==> config.mk <==
export PLATFORM = sky130hd
export DESIGN_NAME = irq_prescale_counter
export DESIGN_NICKNAME = d
export VERILOG_FILES = /design/src/rtl/irqc_pkg.sv /design/src/rtl/irqc_regs.sv /design/src/rtl/irqc_src.sv /design/src/rtl/irqc_chain.sv /design/src/rtl/irq_prescale_counter.sv
export SDC_FILE = /design/constraint.sdc
export NUM_CORES = 1
export LEC_CHECK = 0
export ABC_AREA = 1
export ABC_CLOCK_PERIOD_IN_PS = 3050
export BUFFER_PORTS_ARGS = -buffer_cell sky130_fd_sc_hd__buf_2
export CORE_MARGIN = 1
export CORE_UTILIZATION = 42
export DETAILED_ROUTE_END_ITERATION = 8
export GPL_TIMING_DRIVEN = 1
export RECOVER_POWER = 25
export SYNTH_ARGS = -nofsm -noshare
export SYNTH_HDL_FRONTEND = slang
export SYNTH_SLANG_ARGS = --single-unit
==> constraint.sdc <==
create_clock -name clk -period 3.05 [get_ports clk]
set_input_delay 0.305 -clock clk [delete_from_list [all_inputs] [get_ports clk]]
set_output_delay 0.305 -clock clk [all_outputs]
set_load 0.05 [all_outputs]
==> src/rtl/irqc_pkg.sv <==
package irqc_pkg;

  typedef enum logic [1:0] {
    SRC_CYCLE = 2'd0,
    SRC_A12   = 2'd1,
    SRC_PPURD = 2'd2,
    SRC_EXTWR = 2'd3
  } src_e;

  typedef enum logic [1:0] {
    DIR_HOLD_LO = 2'd0,
    DIR_UP      = 2'd1,
    DIR_DOWN    = 2'd2,
    DIR_HOLD_HI = 2'd3
  } dir_e;

  typedef struct packed {
    dir_e   dir;
    logic   short_pre;
    src_e   src;
  } mode_t;

  // Register offsets inside the decoded page (offset 7 is accepted and ignored)
  localparam logic [2:0] OFS_ENA  = 3'd0;
  localparam logic [2:0] OFS_MODE = 3'd1;
  localparam logic [2:0] OFS_DIS  = 3'd2;
  localparam logic [2:0] OFS_ENS  = 3'd3;
  localparam logic [2:0] OFS_PRE  = 3'd4;
  localparam logic [2:0] OFS_CNT  = 3'd5;
  localparam logic [2:0] OFS_KEY  = 3'd6;

endpackage

==> src/rtl/irqc_regs.sv <==
module irqc_regs
  import irqc_pkg::*;
#(
  parameter int ADDR_W = 16,
  parameter int DATA_W = 8,
  parameter logic [3:0] PAGE = 4'hC
) (
  input  logic              clk,
  input  logic              rst,
  input  logic              wr_en,
  input  logic [ADDR_W-1:0] wr_addr,
  input  logic [DATA_W-1:0] wr_data,
  output mode_t             mode,
  output logic              en,
  output logic              ld_pre,
  output logic              ld_cnt,
  output logic [DATA_W-1:0] ld_val,
  output logic              irq_clr
);

  logic [DATA_W-1:0] key_q;
  mode_t             mode_q;
  logic              en_q;
  logic              hit;
  logic [2:0]        ofs;
  logic              unused_addr;

  // only the top nibble and the low three bits take part in decode
  assign hit         = wr_en && (wr_addr[ADDR_W-1 -: 4] == PAGE);
  assign ofs         = wr_addr[2:0];
  assign unused_addr = ^wr_addr[ADDR_W-5:3];

  always_ff @(posedge clk) begin
    if (rst) begin
      key_q  <= '0;
      mode_q <= '{dir: DIR_HOLD_LO, short_pre: 1'b0, src: SRC_CYCLE};
      en_q   <= 1'b0;
    end else if (hit) begin
      case (ofs)
        OFS_ENA:  en_q   <= wr_data[0];
        OFS_MODE: mode_q <= '{dir: dir_e'(wr_data[7:6]),
                              short_pre: wr_data[2],
                              src: src_e'(wr_data[1:0])};
        OFS_DIS:  en_q   <= 1'b0;
        OFS_ENS:  en_q   <= 1'b1;
        OFS_KEY:  key_q  <= wr_data;
        default:  ;
      endcase
    end
  end

  assign mode    = mode_q;
  assign en      = en_q;
  assign ld_pre  = hit && (ofs == OFS_PRE);
  assign ld_cnt  = hit && (ofs == OFS_CNT);
  assign ld_val  = wr_data ^ key_q;
  assign irq_clr = hit && ((ofs == OFS_DIS) || ((ofs == OFS_ENA) && !wr_data[0]));

endmodule

==> src/rtl/irqc_src.sv <==
module irqc_src
  import irqc_pkg::*;
#(
  parameter int SYNC_STAGES = 2
) (
  input  logic clk,
  input  logic rst,
  input  src_e src,
  input  logic cyc_tick,
  input  logic a12_level,
  input  logic ppu_rd_tick,
  input  logic ext_wr_tick,
  output logic tick
);

  logic [SYNC_STAGES-1:0] sync_q;
  logic                   a12_prev_q;
  logic                   a12_rise;

  // synchronise the asynchronous line before edge detection
  generate
    if (SYNC_STAGES == 1) begin : g_sync_one
      always_ff @(posedge clk) begin
        if (rst) sync_q <= '0;
        else     sync_q <= a12_level;
      end
    end else begin : g_sync_chain
      always_ff @(posedge clk) begin
        if (rst) sync_q <= '0;
        else     sync_q <= {sync_q[SYNC_STAGES-2:0], a12_level};
      end
    end
  endgenerate

  always_ff @(posedge clk) begin
    if (rst) a12_prev_q <= 1'b0;
    else     a12_prev_q <= sync_q[SYNC_STAGES-1];
  end

  assign a12_rise = sync_q[SYNC_STAGES-1] && !a12_prev_q;

  // one source feeds the chain
  always_comb begin
    case (src)
      SRC_CYCLE: tick = cyc_tick;
      SRC_A12:   tick = a12_rise;
      SRC_PPURD: tick = ppu_rd_tick;
      default:   tick = ext_wr_tick;
    endcase
  end

endmodule

==> src/rtl/irqc_chain.sv <==
module irqc_chain
  import irqc_pkg::*;
#(
  parameter int DATA_W  = 8,
  parameter int SHORT_W = 3
) (
  input  logic              clk,
  input  logic              rst,
  input  logic              tick,
  input  dir_e              dir,
  input  logic              short_pre,
  input  logic              en,
  input  logic              ld_pre,
  input  logic              ld_cnt,
  input  logic [DATA_W-1:0] ld_val,
  input  logic              irq_clr,
  output logic [DATA_W-1:0] cnt,
  output logic              irq
);

  localparam logic [DATA_W-1:0] MASK_SHORT = {{(DATA_W-SHORT_W){1'b0}}, {SHORT_W{1'b1}}};
  localparam logic [DATA_W-1:0] MASK_FULL  = '1;

  logic [DATA_W-1:0] pre_q, cnt_q, pre_nx, cnt_nx, mask;
  logic              up, step, pre_hit, cnt_wrap;
  logic              irq_q;

  assign up     = (dir == DIR_UP);
  // hold directions never step; a load in the same cycle drops the event
  assign step   = tick && (dir == DIR_UP || dir == DIR_DOWN) && !ld_pre && !ld_cnt;
  assign mask   = short_pre ? MASK_SHORT : MASK_FULL;
  assign pre_nx = up ? pre_q + 1'b1 : pre_q - 1'b1;
  assign cnt_nx = up ? cnt_q + 1'b1 : cnt_q - 1'b1;
  assign pre_hit  = up ? ((pre_nx & mask) == '0) : ((pre_nx & mask) == mask);
  assign cnt_wrap = up ? (cnt_nx == '0) : (cnt_nx == '1);

  always_ff @(posedge clk) begin
    if (rst) begin
      pre_q <= '0;
      cnt_q <= '0;
      irq_q <= 1'b0;
    end else begin
      if (ld_pre)    pre_q <= ld_val;
      else if (step) pre_q <= pre_nx;
      if (ld_cnt)              cnt_q <= ld_val;
      else if (step && pre_hit) cnt_q <= cnt_nx;
      if (irq_clr)                                 irq_q <= 1'b0;
      else if (step && pre_hit && cnt_wrap && en)  irq_q <= 1'b1;
    end
  end

  assign cnt = cnt_q;
  assign irq = irq_q;

endmodule

==> src/rtl/irq_prescale_counter.sv <==
module irq_prescale_counter
  import irqc_pkg::*;
#(
  parameter int ADDR_W      = 16,
  parameter int DATA_W      = 8,
  parameter int SHORT_W     = 3,
  parameter int SYNC_STAGES = 2
) (
  input  logic              clk,
  input  logic              rst,
  input  logic              wr_en,
  input  logic [ADDR_W-1:0] wr_addr,
  input  logic [DATA_W-1:0] wr_data,
  input  logic              cyc_tick,
  input  logic              a12_level,
  input  logic              ppu_rd_tick,
  input  logic              ext_wr_tick,
  output logic              irq
);

  mode_t             mode;
  logic              en_q, ld_pre, ld_cnt, irq_clr, tick;
  logic [DATA_W-1:0] ld_val, cnt_q;
  logic [1:0]        mode_dir;

  assign mode_dir = mode.dir;

  irqc_regs #(.ADDR_W(ADDR_W), .DATA_W(DATA_W)) i_regs (
    .clk(clk), .rst(rst), .wr_en(wr_en), .wr_addr(wr_addr), .wr_data(wr_data),
    .mode(mode), .en(en_q), .ld_pre(ld_pre), .ld_cnt(ld_cnt),
    .ld_val(ld_val), .irq_clr(irq_clr)
  );

  irqc_src #(.SYNC_STAGES(SYNC_STAGES)) i_src (
    .clk(clk), .rst(rst), .src(mode.src), .cyc_tick(cyc_tick),
    .a12_level(a12_level), .ppu_rd_tick(ppu_rd_tick),
    .ext_wr_tick(ext_wr_tick), .tick(tick)
  );

  irqc_chain #(.DATA_W(DATA_W), .SHORT_W(SHORT_W)) i_chain (
    .clk(clk), .rst(rst), .tick(tick), .dir(mode.dir), .short_pre(mode.short_pre),
    .en(en_q), .ld_pre(ld_pre), .ld_cnt(ld_cnt), .ld_val(ld_val),
    .irq_clr(irq_clr), .cnt(cnt_q), .irq(irq)
  );

endmodule

==> reports/summary.txt <==
CLOCK NETWORK
------------------------------------------------------------------------------
Clock net sink count                                                        34
Clock-pin transition on the worst setup and hold timing paths            70 ps
Clock tree buffer depth                                                      2
Clock insertion delay at the later pin of the skew report               280 ps
Post-CTS setup buffers                                                       0
TritonCTS clock tree                                                      done
Hold bufs inserted after CTS                                                 0
Post-cts repair resize count                                                 0
Number of H-tree levels                                                      2
Clock buffers created by TritonCTS                                           5
Root buffer cell                                                  sky130_fd_sc_hd__clkbuf_8

ROUTING
------------------------------------------------------------------------------
Routed vias/inst                                                          5.04
DRC marker count from the first detailed-route iteration                   125
Total wire length after detailed routing                          5720 microns
Per-cell routed wire length                                       12.0 microns
DR vias                                                                  2,394
Detailed-route DRC error count                                               0
Antenna Nets Post-Route                                                      0
Drt pass-1 iters                                                             5

GRT
------------------------------------------------------------------------------
Largest net degree at the start of global routing                           23
Final global-route overflow total                                            0
Antenna violations before repair                                             0
Number of global-route vias before repair                                2,236
First-pass GRT wire length                                        9880 microns
Combined global-route utilization of all metal layers                    0.197

SYNTHESIS
------------------------------------------------------------------------------
Mean Syn Cell Area                                                  6.88 sq um
Number of different library cells in the post-synthesis netlist             34
Cells after synthesis                                                      373
Synth Register Bits                                                         34
Proportion of synthesized chip area in sequential cells                  0.265
Total standard cell area after synthesis                          0.00256 sq mm
Synthesized netlist net count                                              424
Synthesis Warnings                                                           0

TIMING
------------------------------------------------------------------------------
Clock Skew                                                             6.73 ps
Worst-margin pin slew                                                   794 ps
Fin. max-slew vios                                                           0
Final min period                                                       2680 ps
Relative max-transition margin                                           0.471
Period utilization                                                       0.879
Final Hold Vio Count                                                         0
Max frequency                                                          373 MHz
Setup Viol. Count Final                                                      0
Total negative slack for setup checks                                     0 ps
Setup repair after global routing missed its margin                         no

PWR
------------------------------------------------------------------------------
Static leakage power                                                   1.39 nW
Net load switching power                                              0.241 mW
Internal Dissipation                                                  0.647 mW
Combinational power share                                                0.130
Portion of total power attributed to the clock network                   0.363
Share of power burned in registers                                       0.507
Worst ir drop on vdd                                                0.000270 V
PD cells                                                           315 mW/mm^2
Fraction of power spent switching nets                                   0.272

CRITICAL PATH
------------------------------------------------------------------------------
CP Capture Type                                                       register
Arrival time reported for the critical path endpoint                   2900 ps
Startpoint type of the worst setup path                               register
Crit path required time                                                3270 ps
Worst reg-to-reg path cell count                                            14
Critical Path Fanout Max                                                    11
Critical path class                                               register to register

DIE
------------------------------------------------------------------------------
Total Die Area                                                    0.00642 sq mm
Placement row count                                                         28
Effective utilization at floorplan                                       0.433
Number of top-level pins                                                    32
Height of the chip                                                80.1 microns
Core Footprint                                                    0.00592 sq mm
Horizontal extent of the die                                      80.1 microns

JOB
------------------------------------------------------------------------------
Number of max-cap violations                                                 0

HOLD PATH
------------------------------------------------------------------------------
Type of the most critical hold path                               input port to register
WHS Path Cells                                                               3

LAYOUT
------------------------------------------------------------------------------
Net count reported at finish                                               451
Total area of multi-input combinational cells                     0.00166 sq mm
Most common cell after layout, fill and taps aside                sky130_fd_sc_hd__nand2_1
FF+latch area                                                        681 sq um
Antenna Diode Count                                                          0
Post-route core utilization                                              0.476
Layout cells sized above 1                                               0.160
Syn-to-layout area delta                                                 9.80%
Filler cell count                                                          632
Most frequent cells in the layout                                 76 x sky130_fd_sc_hd__nand2_1, 47 x sky130_fd_sc_hd__nor2_1, 43 x sky130_fd_sc_hd__inv_1

PLACEMENT
------------------------------------------------------------------------------
Final weighted congestion in routability-driven placement                0.818
Number of buffer cells added on primary ports                               22
Half-perimeter wire length of the detailed placement result       4500 microns

RUN STATUS
------------------------------------------------------------------------------
Run status                                                        finished, final reports clean

metal layers:
layer  part of all wire  global-route usage
met5                  0                   0
met4             0.0093              0.0482
met3              0.022              0.0432
met2               0.47               0.330
met1               0.50               0.256
power by group through the flow:
stage | sequential, mW | combinational (mW) | clock [mW]
6_report | 0.451 | 0.115 | 0.322
5_1_grt | 0.451 | 0.133 | 0.350
3_3_place_gp | 0.461 | 0.114 | 0
3_5_place_dp | 0.461 | 0.115 | 0
4_1_cts | 0.451 | 0.116 | 0.333
2_1_floorplan | 0.460 | 0.0809 | 0
worst paths after layout:
kind              slack, ps                        start                           to
setup / recovery        370  i_regs.mode[4]$_SDFFE_PP0P_  i_chain.cnt[7]$_SDFFE_PP0P_
hold / removal          220                    a12_level   i_src.sync_q[0]$_SDFF_PP0_
setup reg to reg        370  i_regs.mode[4]$_SDFFE_PP0P_  i_chain.cnt[7]$_SDFFE_PP0P_
hold reg to reg         410   i_src.sync_q[0]$_SDFF_PP0_   i_src.sync_q[1]$_SDFF_PP0_
metrics by stage:
stage / setup WS, ps / cells / hold WS, ps / power [mW] / instance area [sq um]
after detailed placement: 380 / 468 / 398 / 0.576 / 2740
after floorplan: 490 / 373 / 388 / 0.541 / 2560
after CTS: 357 / 475 / 215 / 0.899 / 2820
final: 368 / 475 / 225 / 0.888 / 2820
after global routing: 86.2 / 475 / 218 / 0.934 / 2820
after global placement: 434 / 468 / 392 / 0.574 / 2740
flip-flops by register name, summed over array words and instances, names as in the netlist:
name              count
i_chain.irq           1
i_chain.pre_q         8
i_regs.en             1
i_regs.mode           5
i_src.a12_prev_q      1
i_src.sync_q          2
i_regs.key_q          8
i_chain.cnt           8
worst max-delay path, cell delays in order, from the launching register on:
cell and delay, ps:
sky130_fd_sc_hd__dfxtp_1 310, sky130_fd_sc_hd__inv_1 50, sky130_fd_sc_hd__ha_1 180, sky130_fd_sc_hd__inv_1 340, sky130_fd_sc_hd__buf_4 250, sky130_fd_sc_hd__ha_1 300
sky130_fd_sc_hd__a21oi_1 250, sky130_fd_sc_hd__inv_1 70, sky130_fd_sc_hd__a31oi_1 230, sky130_fd_sc_hd__nand2_1 110, sky130_fd_sc_hd__nand2_1 70, sky130_fd_sc_hd__nand2_1 70
sky130_fd_sc_hd__o21ai_0 200, sky130_fd_sc_hd__nand2_2 80, sky130_fd_sc_hd__a21oi_2 100
cell families (layout without fill, tap and decap cells):
logic type	count (synthesis)	in the layout	share of synthesized area
and+or+nand+nor	196	196	0.360
AOI/OAI and AO/OA	57	57	0.127
buffers and inverters	51	78	0.0893
DFF	34	34	0.265
adders and majority gates	20	20	0.103
xor gates and xnor gates	14	14	0.0507
muxes	1	1	0.00390
final cells by class:
cell class / instances / area share
Clock buffer: 5 / 0.0244
Clock inverter: 2 / 0.00533
Inverter: 46 / 0.0613
Multi-Input combinational cell: 288 / 0.588
Sequential cell: 34 / 0.242
Tap cell: 75 / 0.0333
Timing Repair Buffer: 25 / 0.0462
Yosys cell counts (all sizes together):
cell     number  area [sq um]
clkbuf        3          21.3
a2111oi       1          8.76
mux2i         1          10.0
a31oi         5          31.3
xor2         10          95.1
nor3          1          16.3
inv          45           169
buf           2          35.0
xnor2         4          35.0
a311oi        1          8.76
nor2         50           200
clkinv        1          3.75
fa            2          40.0
o21bai        1          7.51
a21o          1          7.51
nand3b        1          20.0
nand4         7          43.8
dfxtp        34           681
a21oi        21           124
nand2        94           413
o221ai        1          8.76
nand3        43           230
ha           18           225
o21ai        26           130
(Power assumes the default switching activity.)
